### config.mk
export PLATFORM = sky130hd
export DESIGN_NAME = gpio_chg_ctrl
export DESIGN_NICKNAME = d
export VERILOG_FILES = /design/src/rtl/gpio_chg_pkg.sv /design/src/rtl/gpio_chg_sync.sv /design/src/rtl/gpio_chg_regs.sv /design/src/rtl/gpio_chg_pend.sv /design/src/rtl/gpio_chg_ctrl.sv
export SDC_FILE = /design/constraint.sdc
export NUM_CORES = 1
export LEC_CHECK = 0
export BUFFER_PORTS_ARGS = -buffer_cell sky130_fd_sc_hd__buf_2
export CAP_MARGIN = 30
export CORE_AREA = 2 2 72 74
export DETAILED_ROUTE_END_ITERATION = 7
export DIE_AREA = 0 0 74 76
export PLACE_DENSITY = 0.66
export SETUP_SLACK_MARGIN = 0.15
export SLEW_MARGIN = 20
export SYNTH_ARGS = -nofsm -noshare
export SYNTH_HDL_FRONTEND = slang
export SYNTH_SLANG_ARGS = --single-unit
### constraint.sdc
create_clock -name clk -period 1.7 [get_ports clk]
set_input_delay 0.085 -clock clk [delete_from_list [all_inputs] [get_ports clk]]
set_output_delay 0.085 -clock clk [all_outputs]
set_load 0.03 [all_outputs]
### src/rtl/gpio_chg_pkg.sv
`timescale 1ns/1ps
package gpio_chg_pkg;
  localparam int unsigned REG_AW = 3;

  typedef enum logic [REG_AW-1:0] {
    A_MODE = 3'd0,
    A_DIR  = 3'd1,
    A_MASK = 3'd2,
    A_SET  = 3'd3,
    A_CLR  = 3'd4,
    A_STAT = 3'd5,
    A_PEND = 3'd6,
    A_NONE = 3'd7
  } reg_addr_e;

  localparam int unsigned MODE_ON_BIT  = 0;
  localparam int unsigned MODE_POL_BIT = 1;
endpackage

### src/rtl/gpio_chg_sync.sv
`timescale 1ns/1ps
module gpio_chg_sync #(
  parameter int NPINS  = 6,
  parameter int STAGES = 2
) (
  input  logic             clk,
  input  logic             rst_n,
  input  logic [NPINS-1:0] pin_i,
  output logic [NPINS-1:0] lvl_o,
  output logic [NPINS-1:0] chg_o
);
  logic [NPINS-1:0] stg [STAGES];
  logic [NPINS-1:0] prev_q;

  genvar s;
  generate
    for (s = 0; s < STAGES; s++) begin : g_stage
      if (s == 0) begin : g_first
        always_ff @(posedge clk or negedge rst_n) begin
          if (!rst_n) stg[s] <= '0;
          else        stg[s] <= pin_i;
        end
      end else begin : g_next
        always_ff @(posedge clk or negedge rst_n) begin
          if (!rst_n) stg[s] <= '0;
          else        stg[s] <= stg[s-1];
        end
      end
    end
  endgenerate

  always_ff @(posedge clk or negedge rst_n) begin
    if (!rst_n) prev_q <= '0;
    else        prev_q <= stg[STAGES-1];
  end

  assign lvl_o = stg[STAGES-1];
  assign chg_o = stg[STAGES-1] ^ prev_q;
endmodule

### src/rtl/gpio_chg_regs.sv
`timescale 1ns/1ps
module gpio_chg_regs
  import gpio_chg_pkg::*;
#(
  parameter int NPINS = 6,
  parameter int DW    = 8
) (
  input  logic              clk,
  input  logic              rst_n,
  input  logic              bus_wr,
  input  logic              bus_rd,
  input  logic [REG_AW-1:0] bus_addr,
  input  logic [DW-1:0]     bus_wdata,
  input  logic [NPINS-1:0]  stat_i,
  input  logic [NPINS-1:0]  pend_i,
  output logic [DW-1:0]     rdata_o,
  output logic [NPINS-1:0]  dir_o,
  output logic [NPINS-1:0]  mask_o,
  output logic [NPINS-1:0]  out_o,
  output logic              txen_on_o,
  output logic              txen_pol_o,
  output logic              pend_rd_o
);
  logic [NPINS-1:0] wbits;
  logic [NPINS-1:0] dir_q, mask_q, out_q;
  logic             on_q, pol_q;
  logic [DW-1:0]    rword;

  assign wbits = bus_wdata[NPINS-1:0];

  always_ff @(posedge clk or negedge rst_n) begin
    if (!rst_n) begin
      dir_q  <= '0;
      mask_q <= '1;
      out_q  <= '0;
      on_q   <= 1'b0;
      pol_q  <= 1'b0;
    end else if (bus_wr) begin
      case (bus_addr)
        A_MODE: begin
          on_q  <= bus_wdata[MODE_ON_BIT];
          pol_q <= bus_wdata[MODE_POL_BIT];
        end
        A_DIR:  dir_q  <= wbits;
        A_MASK: mask_q <= wbits;
        A_SET:  out_q  <= out_q | wbits;
        A_CLR:  out_q  <= out_q & ~wbits;
        default: ;
      endcase
    end
  end

  always_comb begin
    rword = '0;
    case (bus_addr)
      A_MODE: begin
        rword[MODE_ON_BIT]  = on_q;
        rword[MODE_POL_BIT] = pol_q;
      end
      A_DIR:  rword[NPINS-1:0] = dir_q;
      A_MASK: rword[NPINS-1:0] = mask_q;
      A_SET:  rword[NPINS-1:0] = out_q;
      A_CLR:  rword[NPINS-1:0] = out_q;
      A_STAT: rword[NPINS-1:0] = stat_i;
      A_PEND: rword[NPINS-1:0] = pend_i;
      default: rword = '0;
    endcase
  end

  assign rdata_o    = rword;
  assign dir_o      = dir_q;
  assign mask_o     = mask_q;
  assign out_o      = out_q;
  assign txen_on_o  = on_q;
  assign txen_pol_o = pol_q;
  assign pend_rd_o  = bus_rd && (bus_addr == A_PEND);
endmodule

### src/rtl/gpio_chg_pend.sv
`timescale 1ns/1ps
module gpio_chg_pend #(
  parameter int NPINS = 6
) (
  input  logic             clk,
  input  logic             rst_n,
  input  logic [NPINS-1:0] chg_i,
  input  logic [NPINS-1:0] is_in_i,
  input  logic [NPINS-1:0] mask_i,
  input  logic             rd_clr_i,
  output logic [NPINS-1:0] pend_o,
  output logic             irq_o
);
  logic [NPINS-1:0] pend_q;
  logic [NPINS-1:0] fresh;

  assign fresh = chg_i & is_in_i;

  always_ff @(posedge clk or negedge rst_n) begin
    if (!rst_n)        pend_q <= '0;
    else if (rd_clr_i) pend_q <= fresh;
    else               pend_q <= pend_q | fresh;
  end

  assign pend_o = pend_q;
  assign irq_o  = |(pend_q & ~mask_i & is_in_i);
endmodule

### src/rtl/gpio_chg_ctrl.sv
`timescale 1ns/1ps
module gpio_chg_ctrl
  import gpio_chg_pkg::*;
#(
  parameter int NPINS    = 6,
  parameter int DW       = 8,
  parameter int STAGES   = 2,
  parameter int TXEN_PIN = 5
) (
  input  logic              clk,
  input  logic              rst_n,
  input  logic              bus_wr,
  input  logic              bus_rd,
  input  logic [REG_AW-1:0] bus_addr,
  input  logic [DW-1:0]     bus_wdata,
  output logic [DW-1:0]     bus_rdata,
  input  logic [NPINS-1:0]  pin_in,
  output logic [NPINS-1:0]  pin_out,
  output logic [NPINS-1:0]  pin_oe,
  input  logic              tx_busy,
  output logic              irq
);
  logic [NPINS-1:0] lvl_w, chg_w, dir_w, mask_w, out_w, pend_w, claim_w, is_in_w;
  logic             txen_on_w, txen_pol_w, pend_rd_w;

  gpio_chg_sync #(.NPINS(NPINS), .STAGES(STAGES)) u_sync (
    .clk(clk), .rst_n(rst_n), .pin_i(pin_in), .lvl_o(lvl_w), .chg_o(chg_w)
  );

  gpio_chg_regs #(.NPINS(NPINS), .DW(DW)) u_regs (
    .clk(clk), .rst_n(rst_n), .bus_wr(bus_wr), .bus_rd(bus_rd),
    .bus_addr(bus_addr), .bus_wdata(bus_wdata), .stat_i(lvl_w), .pend_i(pend_w),
    .rdata_o(bus_rdata), .dir_o(dir_w), .mask_o(mask_w), .out_o(out_w),
    .txen_on_o(txen_on_w), .txen_pol_o(txen_pol_w), .pend_rd_o(pend_rd_w)
  );

  gpio_chg_pend #(.NPINS(NPINS)) u_pend (
    .clk(clk), .rst_n(rst_n), .chg_i(chg_w), .is_in_i(is_in_w), .mask_i(mask_w),
    .rd_clr_i(pend_rd_w), .pend_o(pend_w), .irq_o(irq)
  );

  genvar i;
  generate
    for (i = 0; i < NPINS; i++) begin : g_pin
      if (i == TXEN_PIN) begin : g_txen
        assign claim_w[i] = txen_on_w;
        assign pin_oe[i]  = dir_w[i] | txen_on_w;
        assign pin_out[i] = txen_on_w ? (tx_busy ? txen_pol_w : ~txen_pol_w) : out_w[i];
      end else begin : g_plain
        assign claim_w[i] = 1'b0;
        assign pin_oe[i]  = dir_w[i];
        assign pin_out[i] = out_w[i];
      end
      assign is_in_w[i] = ~dir_w[i] & ~claim_w[i];
    end
  endgenerate
endmodule

# --- After elaboration in Yosys (flattened, before gate mapping) ---
# Cells that the tools add are included.
op_classes:
  n_mux: 6
  eq_ne: 6
  bitwise: 19
  reduce_logical: 9
op_table:
  columns: ["operator", "n"]
  rows:
  - ["6-bit bitwise AND", 4]
  - ["4-bit one-hot mux with 5 select lines", 1]
  - ["6-bit NOT", 2]
  - ["6-bit bitwise OR", 2]
  - ["2-bit one-hot mux with 6 select lines", 1]
  - ["6-bit one-hot mux with 2 select lines", 1]
  - ["3-bit == test, second input constant", 3]
  - ["1-bit NOT", 8]
  - ["2-bit AND reduction", 4]
  - ["3-bit by 2-bit == test with 1-bit output, second input constant", 2]
  - ["6-bit 2-to-1 mux", 1]
  - ["6-bit OR reduction", 1]
  - ["6-bit bitwise XOR", 1]
  - ["3-bit by 1-bit == test with 1-bit output, second input constant", 1]
  - ["3-bit zero test", 1]
  - ["1-bit 2-to-1 mux", 2]
  - ["2-bit nonzero test", 1]
  - ["2-bit OR reduction", 1]
  - ["1-bit bitwise AND", 1]
  - ["1-bit logical AND", 1]
  - ["1-bit bitwise OR", 1]
word_totals:
  elab_cells: 49
  regBits: 44

# --- Logic depth before layout (Yosys ltp) ---
logic_depth:
  depth_word: 5
  depth_mapped: 5
  depth_no_buf: 3

# --- Cells and area by module ---
# From an unflattened synthesis, not the netlist that was laid out.
unflattened:
  cells_unflattened: 192
  hier_area_um2: 2118.3
modules_own_cells:
  columns: ["mod", "instances", "area_each_um2", "cells_each"]
  rows:
  - ["gpio_chg_regs", 1, 1247.4, 119]
  - ["gpio_chg_sync", 1, 548.0, 30]
  - ["gpio_chg_pend", 1, 272.8, 34]
  - ["gpio_chg_ctrl", 1, 50.0, 9]

# --- Worst setup path before layout ---
# Ideal clock, no wire load.
synth_timing:
  kind: "reg2out"
  from: "reg u_regs.mask_q[0] (netlist: u_regs.mask_o[0])"
  to: "out bus_rdata[0]"
  arrival_ns: 1.384
  path_slack_ns: 0.231
  path_stages_with_launch: 4
  path_cell_list: "dfstp_2 -> mux2_2 -> a21oi_1 -> o21ai_0"
synth_via:
  elab_chain_cells: 1
synth_rtl:
  columns: ["item", "line_no", "text"]
  rows:
  - ["from (decl)", "gpio_chg_regs.sv:25", "logic [NPINS-1:0] dir_q, mask_q, out_q;"]
  - ["from (signal assigned)", "gpio_chg_regs.sv:45", "A_MASK: mask_q <= wbits;"]
  - ["2-bit one-hot mux with 6 select lines", "gpio_chg_regs.sv:55", "case (bus_addr)"]
  - ["to (decl)", "gpio_chg_ctrl.sv:16", "output logic [DW-1:0] bus_rdata,"]
# Every way passes these cells.

==> qor.csv <==
stage,metric,value,unit
outcome,status,completed,
power,leakagePower,1.19,nW
routing,drtPass1Iterations,4,
routing,ant_nets,0,
cts,h-tree-depth,2,
routing,drt_iter0_markers,112,
worst_setup_path,crit_chain,mux2i_1 > o21ai_1 > a211o_1 > buf_2,
worst_setup_path,crit_type,flop to output port,
global_routing,grt_max_degree,24,
global_routing,antenna_found_initial,0,
routing,viasPerCell,5.08,
sta,fin_crit_sh,89.1,%
final_layout,fin_cells,310,
cts,cts_made_buffers,5,
power,p_switching,0.814,mW
sta,fin_tns_setup,0,ns
cts,root_buffer,clkbuf_8,
min_path,min_path_type,input pin to flop,
cts,clkTransAtPathRegs,0.08,ns
synth,syn_avg_cell_area,10.9,um2
global_routing,first_global_vias,1474,
place,io_buffers,38,
sta,max_slew_margin,65.3,%
sta,hold_violations,0,
power,switching_share,31.2,%
final_layout,insertedDiodeCount,0,
worst_setup_path,crit_end,bus_rdata[1],
synth,netlist_area,2110,um2
synth,synth_seq_area_share,52.6,%
synth,yosys_warnings,0,
die,start_util,42.9,%
synth,synth_top_cell_by_area,dfrtp_1,
power,internal_power,1.79,mW
die,dieWidth,74,um
power,vdd_drop_max,0.679,mV
synth,ys_ff_latch,44,
sta,fmax,0.660,GHz
synth,synth_cell_types,29,
worst_setup_path,r2r_slack,0.64,ns
cts,clockBufferDepth,2,
final_layout,syn2layout_area_growth,19.9,%
routing,vias,1574,
synth,synth_cells,193,
sta,worstMarginPinSlew,0.520,ns
run,drv_cap,0,
place,gp_congestion,0.798,
power,power_density,1030,nW/um2
worst_setup_path,slowest_delay,0.42,ns
routing,routed_wl,4.58,mm
final_layout,nNetsFinal,261,
synth,synth_top_cell_area_share,45.1,%
sta,rsz0062_at_grt,yes,
power,p_comb_share,24.5,%
power,p_total,2.61,mW
die,die_h,76,um
synth,yosys-top-cells-area,"dfrtp_1 45%, mux2_2 8.0%, dfstp_2 7.5%, buf_4 4.6%, mux2i_1 3.8%",
cts,cts_tree,done,
power,seq_power_share,50.0,%
global_routing,grtUsageTotal,17.1,%
place,dp_cells,287,
die,die_area,5620,um2
sta,fin_crit,1.51,ns
place,dpl.hpwl,3.17,mm
global_routing,grt_pass1_wl,7.20,mm
sta,final_max_slew_viol_count,0,
min_path,min_from,bus_wdata[4],
worst_setup_path,start_kind,flop,
sta,setup_viol,0,
die,coreArea,4910,um2
global_routing,gr-total-overflow,0,
worst_setup_path,arrival,1.43,ns
routing,post_drt_wl_per_cell,14.8,um
power,pwr-share-clk,25.5,%
final_layout,drive_above_1_share,33.3,%
sta,fin_hold_ws,0.0278,ns
die,ios,43,
worst_setup_path,crit_fanout,4,
sta,skew,0.00389,ns
worst_setup_path,ff2ff_path_depth,4,
routing,drc,0,
cts,clock-sinks,44,
die,rows,26,
worst_setup_path,required,1.62,ns
final_layout,final_cell_mix,"38 x dfrtp_1, 37 x buf_2, 16 x inv_1",
worst_setup_path,slowest_stage,dfrtp_1,
cts,worstSkewPairLatency,0.29,ns
final_layout,final_common_cell,dfrtp_1,
worst_setup_path,crit_path_end_kind,output port,
==> how the worst min path moves through the flow <==
stage / cells past startpoint / end / slack [ns]
finish: 2 / flop / 0.03
global route: 2 / flop / 0.03
floorplan: 0 / asynchronous set/reset pin / -0.21
CTS: 2 / flop / 0.02
detailed placement: 1 / u_sync.stg[8] / 0.09
global placement: 1 / u_sync.stg[8] / 0.09
==> power by group through the flow <==
stage / clock, mW / combinational (mW) / sequential [mW]
3_5_place_dp: 0 / 0.614 / 1.32
2_1_floorplan: 0 / 0.491 / 1.29
6_report: 0.664 / 0.639 / 1.30
3_3_place_gp: 0 / 0.605 / 1.32
4_1_cts: 0.685 / 0.629 / 1.30
5_1_grt: 0.737 / 0.694 / 1.32
==> worst max-delay path, delay by kind of cell (launching register included) <==
kind	cells	cell delay, ns
AOI/OAI and AO/OA	2	0.39
buffers and inverters	1	0.18
muxes	1	0.15
DFF	1	0.42
==> synthesized netlist by cell type <==
library cell,n
a211o_1,5
a21oi_1,8
a22oi_1,1
a311oi_1,6
a31oi_1,1
and3b_1,1
buf_2,6
buf_4,13
conb_1,1
dfrtp_1,38
dfstp_2,6
inv_1,16
mux2_2,15
mux2i_1,8
nand2_1,13
nand2b_1,3
nand3_1,1
nand3b_1,1
nand4b_1,1
nor2_1,15
nor2_4,2
nor3_1,1
nor3b_1,4
o21ai_0,9
o22ai_1,4
o32a_1,1
o32ai_1,5
or2b_4,1
xnor2_1,7
==> per-stage QoR <==
| step | instance area, um2 | setup WS, ns | util [%] |
|---|---|---|---|
| after floorplan | 2110 | 0.231 | - |
| after detailed placement | 2300 | 0.312 | 46.9 |
| final | 2530 | 0.185 | 51.4 |
| after global placement | 2300 | 0.309 | 46.9 |
| after CTS | 2470 | 0.158 | 50.3 |
| after global routing | 2530 | 0.0989 | 51.4 |
==> kinds of logic after synthesis <==
logic type | synth area share (%)
xor gates and xnor gates | 2.91
AOI/OAI and AO/OA | 13.0
buffers and inverters | 8.91
muxes | 11.8
other | 0.178
and+or+nand+nor | 10.6
DFF | 52.6
==> cell type report <==
type	instances	area, um2
well taps	70	87.6
repair buffers	57	365
multi-input cells	115	815
inverters	16	60.1
clock buffers	8	90.1
fillers	454	2390
flip-flops and latches	44	1110
==> routing by layer <==
metal / wire [um] / GRT usage [%]
met5: 0 / 0
met4: 55 / 6.91
met3: 223 / 4.23
met2: 2190 / 24.8
met1: 2120 / 24.5
==> repair_timing <==
action                                  CTS  global route
endpoints found under the setup margin    1             6
hold buffers                              7             0
gates cloned                              0             0
endpoints found under the hold margin    25             0
buffers inserted                          1             7
gates resized for setup                   0             3
pin swaps                                 0             1
No activity file was read; power rests on OpenSTA's default activity.
